$ cat src/rtl/fps_pkg.sv
package fps_pkg;

    typedef enum logic {
        REC_IBM    = 1'b0,
        REC_NATIVE = 1'b1
    } rec_mode_e;

    // Clock register preset after a sync field: native fields carry clock 0s
    function automatic logic clock_fill(input rec_mode_e m);
        return (m == REC_NATIVE) ? 1'b0 : 1'b1;
    endfunction

endpackage

$ cat src/rtl/fps_rate_gen.sv
module fps_rate_gen #(
    parameter int HALF_NATIVE = 250,
    localparam int CW = $clog2(2 * HALF_NATIVE)
) (
    input  logic clk,
    input  logic rst,
    input  logic run,
    input  logic native,
    output logic req
);
    typedef struct packed {
        logic [CW-1:0] cnt;
        logic          req;
    } rate_t;

    rate_t st_q, st_d;
    logic [CW-1:0] limit;

    always_comb begin
        limit = native ? CW'(HALF_NATIVE - 1) : CW'(2 * HALF_NATIVE - 1);
        st_d = st_q;
        st_d.req = 1'b0;
        if (!run) begin
            st_d = '0;
        end else if (st_q.cnt >= limit) begin
            st_d.cnt = '0;
            st_d.req = 1'b1;
        end else begin
            st_d.cnt = st_q.cnt + CW'(1);
        end
    end

    always_ff @(posedge clk) begin
        if (rst) st_q <= '0;
        else     st_q <= st_d;
    end

    assign req = st_q.req;

    assert_req_single_R10: assert property (@(posedge clk) disable iff (rst)
        req |=> !req);
    assert_req_idle_R10: assert property (@(posedge clk) disable iff (rst)
        !run |=> !req);

endmodule

$ cat src/rtl/fps_pair_sync.sv
module fps_pair_sync #(
    parameter int SYNC_RUN = 29,
    localparam int CNT_W = $clog2(SYNC_RUN + 1)
) (
    input  logic             clk,
    input  logic             rst,
    input  logic             run,
    input  logic             hb_valid,
    input  logic             hb_bit,
    output logic             synced,
    output logic             hit,
    output logic [CNT_W-1:0] count
);
    typedef struct packed {
        logic             phase;
        logic             first;
        logic [CNT_W-1:0] cnt;
        logic             synced;
    } pair_t;

    pair_t st_q, st_d;

    always_comb begin
        st_d = st_q;
        hit  = 1'b0;
        if (!run) begin
            st_d = '0;
        end else if (!st_q.synced && hb_valid) begin
            if (!st_q.phase) begin
                st_d.phase = 1'b1;
                st_d.first = hb_bit;
            end else begin
                st_d.phase = 1'b0;
                if (hb_bit == st_q.first) begin
                    st_d.cnt = '0;
                end else begin
                    if (st_q.cnt != CNT_W'(SYNC_RUN))
                        st_d.cnt = st_q.cnt + CNT_W'(1);
                    if (st_q.cnt == CNT_W'(SYNC_RUN - 1)) begin
                        st_d.synced = 1'b1;
                        hit = 1'b1;
                    end
                end
            end
        end
    end

    always_ff @(posedge clk) begin
        if (rst) st_q <= '0;
        else     st_q <= st_d;
    end

    assign synced = st_q.synced;
    assign count  = st_q.cnt;

    assert_count_bound_R3: assert property (@(posedge clk) disable iff (rst)
        count <= CNT_W'(SYNC_RUN));
    assert_sync_needs_strobe_R2: assert property (@(posedge clk) disable iff (rst)
        $rose(synced) |-> $past(hb_valid) && $past(run));
    assert_equal_pair_clears_R1: assert property (@(posedge clk) disable iff (rst)
        (run && hb_valid && st_q.phase && !st_q.synced && hb_bit == st_q.first) |=> count == '0);

endmodule

$ cat src/rtl/fps_framer.sv
module fps_framer
    import fps_pkg::*;
#(
    parameter int SR_W = 8
) (
    input  logic            clk,
    input  logic            rst,
    input  logic            run,
    input  logic            synced,
    input  logic            hit,
    input  logic            native,
    input  logic            loopback,
    input  logic            hb_valid,
    input  logic            hb_bit,
    output logic            slip,
    output logic [SR_W-1:0] clk_sr,
    output logic [SR_W-1:0] dat_sr
);
    typedef struct packed {
        logic            sel;
        logic            skip;
        logic            slip;
        logic [SR_W-1:0] c;
        logic [SR_W-1:0] d;
    } frm_t;

    frm_t st_q, st_d;
    rec_mode_e mode;

    always_comb begin
        mode = rec_mode_e'(native);
        st_d = st_q;
        st_d.slip = 1'b0;
        if (!run) begin
            st_d = '0;
        end else if (hit) begin
            st_d.sel = 1'b0;
            if (!loopback) begin
                st_d.c = {SR_W{clock_fill(mode)}};
                st_d.d = {SR_W{~clock_fill(mode)}};
                if (hb_bit != native) begin
                    st_d.skip = 1'b1;
                    st_d.slip = 1'b1;
                end
            end
        end else if (synced && hb_valid) begin
            if (st_q.skip) begin
                st_d.skip = 1'b0;
            end else if (!st_q.sel) begin
                st_d.c   = {st_q.c[SR_W-2:0], hb_bit};
                st_d.sel = 1'b1;
            end else begin
                st_d.d   = {st_q.d[SR_W-2:0], hb_bit};
                st_d.sel = 1'b0;
            end
        end
    end

    always_ff @(posedge clk) begin
        if (rst) st_q <= '0;
        else     st_q <= st_d;
    end

    assign slip   = st_q.slip;
    assign clk_sr = st_q.c;
    assign dat_sr = st_q.d;

    assert_slip_pulse_R4: assert property (@(posedge clk) disable iff (rst)
        slip |=> !slip);
    assert_skip_holds_R4: assert property (@(posedge clk) disable iff (rst)
        (run && synced && hb_valid && st_q.skip) |=> $stable(clk_sr) && $stable(dat_sr));
    assert_clock_first_R8: assert property (@(posedge clk) disable iff (rst)
        (run && synced && hb_valid && !st_q.skip && !st_q.sel) |=> $stable(dat_sr));

endmodule

$ cat src/rtl/fdd_preamble_sync.sv
module fdd_preamble_sync #(
    parameter int SYNC_RUN    = 29,
    parameter int SR_W        = 8,
    parameter int HALF_NATIVE = 250,
    localparam int CNT_W = $clog2(SYNC_RUN + 1)
) (
    input  logic             clk,
    input  logic             rst,
    input  logic             read_en,
    input  logic             native_mode,
    input  logic             loopback,
    input  logic             hb_valid,
    input  logic             hb_bit,
    output logic             hb_req,
    output logic             lockup,
    output logic             synced,
    output logic             slip,
    output logic [CNT_W-1:0] sync_count,
    output logic [SR_W-1:0]  clk_sr,
    output logic [SR_W-1:0]  dat_sr
);
    logic sync_hit;

    fps_rate_gen #(.HALF_NATIVE(HALF_NATIVE)) u_rate (
        .clk(clk), .rst(rst), .run(read_en), .native(native_mode), .req(hb_req)
    );

    fps_pair_sync #(.SYNC_RUN(SYNC_RUN)) u_pair (
        .clk(clk), .rst(rst), .run(read_en), .hb_valid(hb_valid), .hb_bit(hb_bit),
        .synced(synced), .hit(sync_hit), .count(sync_count)
    );

    fps_framer #(.SR_W(SR_W)) u_frm (
        .clk(clk), .rst(rst), .run(read_en), .synced(synced), .hit(sync_hit),
        .native(native_mode), .loopback(loopback), .hb_valid(hb_valid), .hb_bit(hb_bit),
        .slip(slip), .clk_sr(clk_sr), .dat_sr(dat_sr)
    );

    assign lockup = !synced;

    assert_disable_clears_R9: assert property (@(posedge clk) disable iff (rst)
        !read_en |=> !synced && !slip && sync_count == '0 && clk_sr == '0 && dat_sr == '0);
    assert_native_preset_R5: assert property (@(posedge clk) disable iff (rst)
        ($rose(synced) && $past(native_mode) && !$past(loopback)) |-> clk_sr == '0 && dat_sr == '1);
    assert_ibm_preset_R6: assert property (@(posedge clk) disable iff (rst)
        ($rose(synced) && !$past(native_mode) && !$past(loopback)) |-> clk_sr == '1 && dat_sr == '0);
    assert_loopback_plain_R7: assert property (@(posedge clk) disable iff (rst)
        ($rose(synced) && $past(loopback)) |-> !slip && clk_sr == '0 && dat_sr == '0);

endmodule

$ cat config.mk
export PLATFORM = sky130hd
export DESIGN_NAME = fdd_preamble_sync
export DESIGN_NICKNAME = d
export VERILOG_FILES = /design/src/rtl/fps_pkg.sv /design/src/rtl/fps_rate_gen.sv /design/src/rtl/fps_pair_sync.sv /design/src/rtl/fps_framer.sv /design/src/rtl/fdd_preamble_sync.sv
export SDC_FILE = /design/constraint.sdc
export NUM_CORES = 1
export LEC_CHECK = 0
export BUFFER_PORTS_ARGS = -buffer_cell sky130_fd_sc_hd__buf_4
export CAP_MARGIN = 5
export CORE_MARGIN = 2
export CORE_UTILIZATION = 40
export CTS_BUF_LIST = sky130_fd_sc_hd__clkbuf_4 sky130_fd_sc_hd__clkbuf_8
export DETAILED_ROUTE_END_ITERATION = 8
export GPL_TIMING_DRIVEN = 0
export PLACE_DENSITY = 0.6
export SLEW_MARGIN = 0
export SYNTH_ARGS = -nofsm -noshare
export SYNTH_HDL_FRONTEND = slang
export SYNTH_HIERARCHICAL = 1
export SYNTH_SLANG_ARGS = --single-unit
export TNS_END_PERCENT = 1
$ cat constraint.sdc
create_clock -name clk -period 4.1 [get_ports clk]
set_input_delay 0.205 -clock clk [delete_from_list [all_inputs] [get_ports clk]]
set_output_delay 0.205 -clock clk [all_outputs]
set_load 0.02 [all_outputs]
; Word level (Yosys, flattened, before mapping)
; Index checks and enable logic that the tools add are counted.
[op_classes]
addsub = 2
magnitude_cmp = 1
eq_ne = 8
n_mux = 21
n_bitwise = 5
reduce_logical = 17
[op_table]
columns = op, count
row1 = $mux 16, 3
row2 = $mux 18, 1
row3 = $mux 8, 2
row4 = $reduce_and 4->1, 3
row5 = $mux 1, 11
row6 = $mux 5, 2
row7 = $add 9x1->9 const B, 1
row8 = $ge 9x9->1, 1
row9 = $mux 9, 1
row10 = $ne 2x2->1 const B, 3
row11 = $reduce_and 3->1, 2
row12 = $reduce_bool 2->1, 3
row13 = $reduce_or 3->1, 2
row14 = $add 5x1->5 const B, 1
row15 = $eq 5x5->1 const B, 1
row16 = $ne 5x5->1 const B, 1
row17 = $not 1->1, 5
row18 = $reduce_and 2->1, 2
row19 = $reduce_or 4->1, 1
row20 = $logic_and 1x1->1, 2
row21 = $mux 2, 1
row22 = $ne 2x1->1 const B, 1
row23 = $reduce_or 2->1, 1
row24 = $eq 1x1->1, 1
row25 = 2 further kinds, 2
[word_totals]
regBits = 37
input_bits = 7
out_inout_bits = 25
word_cells = 65

; Depth between registers and ports, before layout
[depth]
word_depth = 8
depth_mapped = 10
depth_no_buf = 8

; Modules after synthesis
; The synthesis kept the hierarchy.
[by_module_without_submodules]
columns = module, n_inst, cells_per_inst, area_each_um2
row1 = fps_framer, 1, 111, 1099.8
row2 = fps_rate_gen, 1, 50, 500.5
row3 = fps_pair_sync, 1, 56, 479.2
row4 = fdd_preamble_sync, 1, 1, 3.8

; Least setup slack after synthesis
; Ideal clock, no wire load.
[synth_path]
kind = reg-to-reg
start = reg u_pair.st_q (netlist bit u_pair/synced)
end = reg u_frm.st_q (netlist bit u_frm/dat_sr[7])
setup_ps = 128
arrival_time_ps = 1869
required_ps = 3972
setup_slack_ps = 2103
stages_incl_launch_ff = 9
n_path_buf = 2
period_less_slack_ps = 1997
cell_sequence = dfxtp_1 -> nand3b_1 -> nor4_1 -> and2_1 -> nor4bb_1 -> buf_4 -> buf_12 -> a211oi_1 -> a211oi_2
[synth_between]
elab_chain_len = 6
[synth_lines]
columns = element, line_no
row1 = from (decl), fps_pair_sync.sv:21  ; pair_t st_q, st_d;
row2 = from (signal assigned), fps_pair_sync.sv:50  ; else st_q <= st_d;
row3 = $logic_not 1->1 *, fps_pair_sync.sv:28  ; end else if (!st_q.synced && hb_valid) begin
row4 = $logic_and 1x1->1 *, fps_pair_sync.sv:28
row5 = $mux 1 *, fps_pair_sync.sv:28
row6 = $mux 1 *, fps_pair_sync.sv:26  ; if (!run) begin
row7 = net sync_hit, fdd_preamble_sync.sv:22  ; logic sync_hit;
row8 = $ne 2x2->1 (no source line) or $reduce_bool 2->1 (tied branches), --
row9 = $reduce_and 4->1 (no source line), --
row10 = to (signal assigned), fps_framer.sv:61  ; else st_q <= st_d;
row11 = to (decl), fps_framer.sv:27  ; frm_t st_q, st_d;
; Mark *: on every way through the listed nets, which the timed path passes. The rest lies on a longest branch.
; A chain may end at the register's enable or synchronous reset.

; Worst setup path in the final report
[layout_path]
start = reg u_pair.st_q (netlist bit u_pair/synced)
end = reg u_frm.st_q (netlist bit u_frm/clk_sr[7])
; Same word-level chain as after synthesis.

==> flow_summary_export.csv <==
group,metric,value,unit
sta,clock_skew,0.007700,ns
cts,clock_path_buffers,2,
yosys,synth_fp_nets,232,
yosys,yosysTopAreaCell,"dfxtp_1",
cts,root_buffer,"clkbuf_8",
cts,clk_latency,0.29,ns
sta,min_period_over_period,54.46,%
worst_setup_path,cp-start-kind,"flip-flop",
power,power.internal,0.0005276,W
power,p_sw,0.0001493,W
final_layout,area_growth,20.24,%
power,comb_power_share,5.1,%
place,dp_hpwl,2839,um
sta,period_needed,2.233,ns
global_route,grt_pass1_vias,1546,
worst_setup_path,critical_path_class,"flip-flop to flip-flop",
power,seqPwrFrac,53.7,%
worst_setup_path,rrSetupSlack,1.87,ns
yosys,synth_common_cells,"dfxtp_1, buf_4, a21oi_1",
yosys,async_flop_share,0,%
global_route,grt_max_degree,12,
yosys,synth_cell_type_count,41,
worst_setup_path,required,4.31,ns
sta,rsz0062_at_grt,"no",
route,wl,4071,um
die,dieArea,0.005801,mm^2
place,gp_congestion,0.7591,
worst_setup_path,cp_data_arrival_time,2.44,ns
sta,slew_viol_final,0,
global_route,grt_pass1_wl,7148,um
cts,cts_resized,0,
route,drcViolationCount,0,
worst_hold_path,worstHoldStart,"read_en",
worst_hold_path,worst_hold_path.endpoint,"u_rate/req",
worst_hold_path,hp-class,"input pin to flip-flop",
final_layout,antenna_cells,0,
yosys,syn_inst,218,
power,p_leak,0.9788,nW
yosys,syn_avg_cell_area,9.556,um^2
sta,setup-tns-final,0,ns
power,vdd_drop_max,0.1954,mV
status,status,"completed",
route,dr.first_iter.drc_count,69,
yosys,synth-xor-area-share,4.144,%
cts,cts_setup_buffers,0,
job,maxCapViolCount,0,
global_route,overflow,0,
yosys,yosys-top-cells-area,"dfxtp_1, a211oi_2, buf_4",
die,num_rows,26,
power,power_density,270.2,mW/mm^2
route,dr.pass1.iters,4,
worst_setup_path,r2r_cells,6,
global_route,grtUsageTotal,14.87,%
die,die_x,76.17,um
final_layout,finalNetCount,270,
worst_setup_path,slowest_stage,"nor3b_2",
sta,finalSetupViolations,0,
cts,tritoncts,"done",
yosys,syn-cell-area,0.002083,mm^2
yosys,synthMuxAreaShare,0.9610,%
power,p_sw_share,22.06,%
worst_setup_path,r2r-start,"u_pair/synced",
sta,max_freq,447.9,MHz
yosys,ys.flop_type,"dfxtp_1",
cts,cts.sinks,37,
global_route,antenna_found_initial,0,
yosys,ys_seq_area_share,35.56,%
die,die_h,76.17,um
worst_setup_path,path_max_fanout,8,
route,vias,1593,
yosys,yosysWarnings,6,
worst_setup_path,r2r-end,"u_frm/clk_sr[7]",
sta,slew_headroom,63.37,%
sta,finalHoldViolCount,0,
route,viasPerCell,4.872,
route,drt-wirelength-per-cell,12.45,um
final_layout,final_layout_size_suffix_gt1_share,37.74,%
die,core,0.005075,mm^2
worst_setup_path,endpoint_kind,"flip-flop",
die,initial_core_util,41.05,%
yosys,synth_most_common_cell,"dfxtp_1",
yosys,synth_simple_gate_area_share,15.38,%
sta,worst_slew_pin_slew,0.5471,ns
yosys,synth_edf_count,0,
final_layout,post-route-util,49.36,%
cts,ctsHoldBuffers,0,
yosys,synth-compound-area-share,27.27,%
die,io_pins,32,
power,clkPwrFrac,41.1,%
yosys,synth_top_family_by_area,"compound AO/OA/AOI/OAI gates",
cts,clkTransAtPathRegs,0.07,ns
yosys,synth_top_cell_area_share,35.56,%
yosys,synthAdderAreaFrac,4.204,%
yosys,synth-seq-cells,37,
worst_setup_path,cp_cell_sequence,"nand3b_1, nor4_1, and2_1, nor3b_2, a21oi_1, a211oi_2",
cts,cts_buffers,5,
cts,cts_htree_levels,2,
worst_setup_path,cpPeakStageDelay,0.53,ns
route,antenna_left,0,
place,portBuffers,31,
worst_hold_path,whs_path_depth,2,
[cells by family (layout without fill, tap and decap cells)]
family,after synthesis,count (layout)
compound gates,68,68
xor+xnor,9,9
fa+ha+maj,7,7
buf+inv,40,79
flops,37,37
mux,2,2
simple gates,55,55
[worst max path at each step]
stage	endpoint	cells after the start	startpoint	slack, ns
detailed placement	u_frm/clk_sr[7]	6	u_pair/synced	1.86
global route	u_frm/clk_sr[7]	6	u_pair/synced	1.60
global placement	u_frm/clk_sr[3]	6	u_pair/synced	1.87
CTS	u_frm/clk_sr[7]	6	u_pair/synced	1.86
floorplan	u_frm/dat_sr[7]	8	u_pair/synced	2.10
finish	u_frm/clk_sr[7]	6	u_pair/synced	1.87
[layout make-up]
| type | count | area [um^2] |
|---|---|---|
| fillers | 528 | 2570 |
| multi-input cells | 141 | 1082 |
| flip-flops and latches | 37 | 740.7 |
| repair buffers | 31 | 232.7 |
| plain buffers | 31 | 226.5 |
| clock buffers | 7 | 96.34 |
| well taps | 70 | 87.58 |
| inverters | 9 | 33.78 |
| clock inverters | 1 | 5.005 |
[power by group through the flow]
stage	Sequential (W)	Clock [W]	Combinational, W
floorplan	0.000372	0	0.0000223
global placement	0.000372	0	0.0000345
detailed placement	0.000372	0	0.0000347
CTS	0.000364	0.000288	0.0000350
global route	0.000364	0.000308	0.0000384
finish	0.000364	0.000279	0.0000348
[worst max-delay path: cells and delay by family (launching register included)]
kind             cells  cell delay (ns)
AO/OA/AOI/OAI        2             0.34
flip-flops           1             0.37
AND/OR/NAND/NOR      4             1.44
[through the flow]
stage / area (um^2) / hold WS, ns / setup WS (ns) / total power, W / instances
2_1_floorplan: 2083 / 0.3384 / 2.103 / 0.0003939 / 218
3_3_place_gp: 2404 / 0.4744 / 1.867 / 0.0004065 / 319
3_5_place_dp: 2404 / 0.4731 / 1.863 / 0.0004067 / 319
4_1_cts: 2505 / 0.1760 / 1.861 / 0.0006868 / 327
5_1_grt: 2505 / 0.1818 / 1.604 / 0.0007103 / 327
6_report: 2505 / 0.1819 / 1.867 / 0.0006769 / 327
[layer usage]
layer | vias to the layer above | share of wire, % | global-route usage (%)
met5 | - | 0 | 0
met4 | 0 | 1.3 | 6.000
met3 | 5 | 2.7 | 3.436
met2 | 23 | 45 | 24.29
met1 | 725 | 51 | 19.00
li1 | 840 | - | -
[cell usage in the layout (no fill, tap or decap), drive strengths merged, types with 2 or more instances in the layout]
master,Yosys,layout
buf,29,60
dfxtp,37,37
a211oi,32,32
a21oi,23,23
nor2,14,14
inv,9,9
clkbuf,2,9
nand2,8,8
o21ai,7,7
or3,7,7
ha,7,7
xnor2,5,5
nand3,5,5
nor2b,4,4
xor2,4,4
nand4,3,3
a21o,2,2
nand2b,2,2
nand3b,2,2
nor3,2,2
mux2i,2,2
nor3b,2,2
[sequential cells by signal, summed over array words and instances (netlist names)]
register	cells
u_frm/clk_sr	8
u_frm/slip	1
u_rate/req	1
u_pair/count	5
u_frm/st_q	2
u_frm/dat_sr	8
u_rate/st_q	9
u_pair/synced	1
u_pair/st_q	2
(Power assumes the default switching activity.)
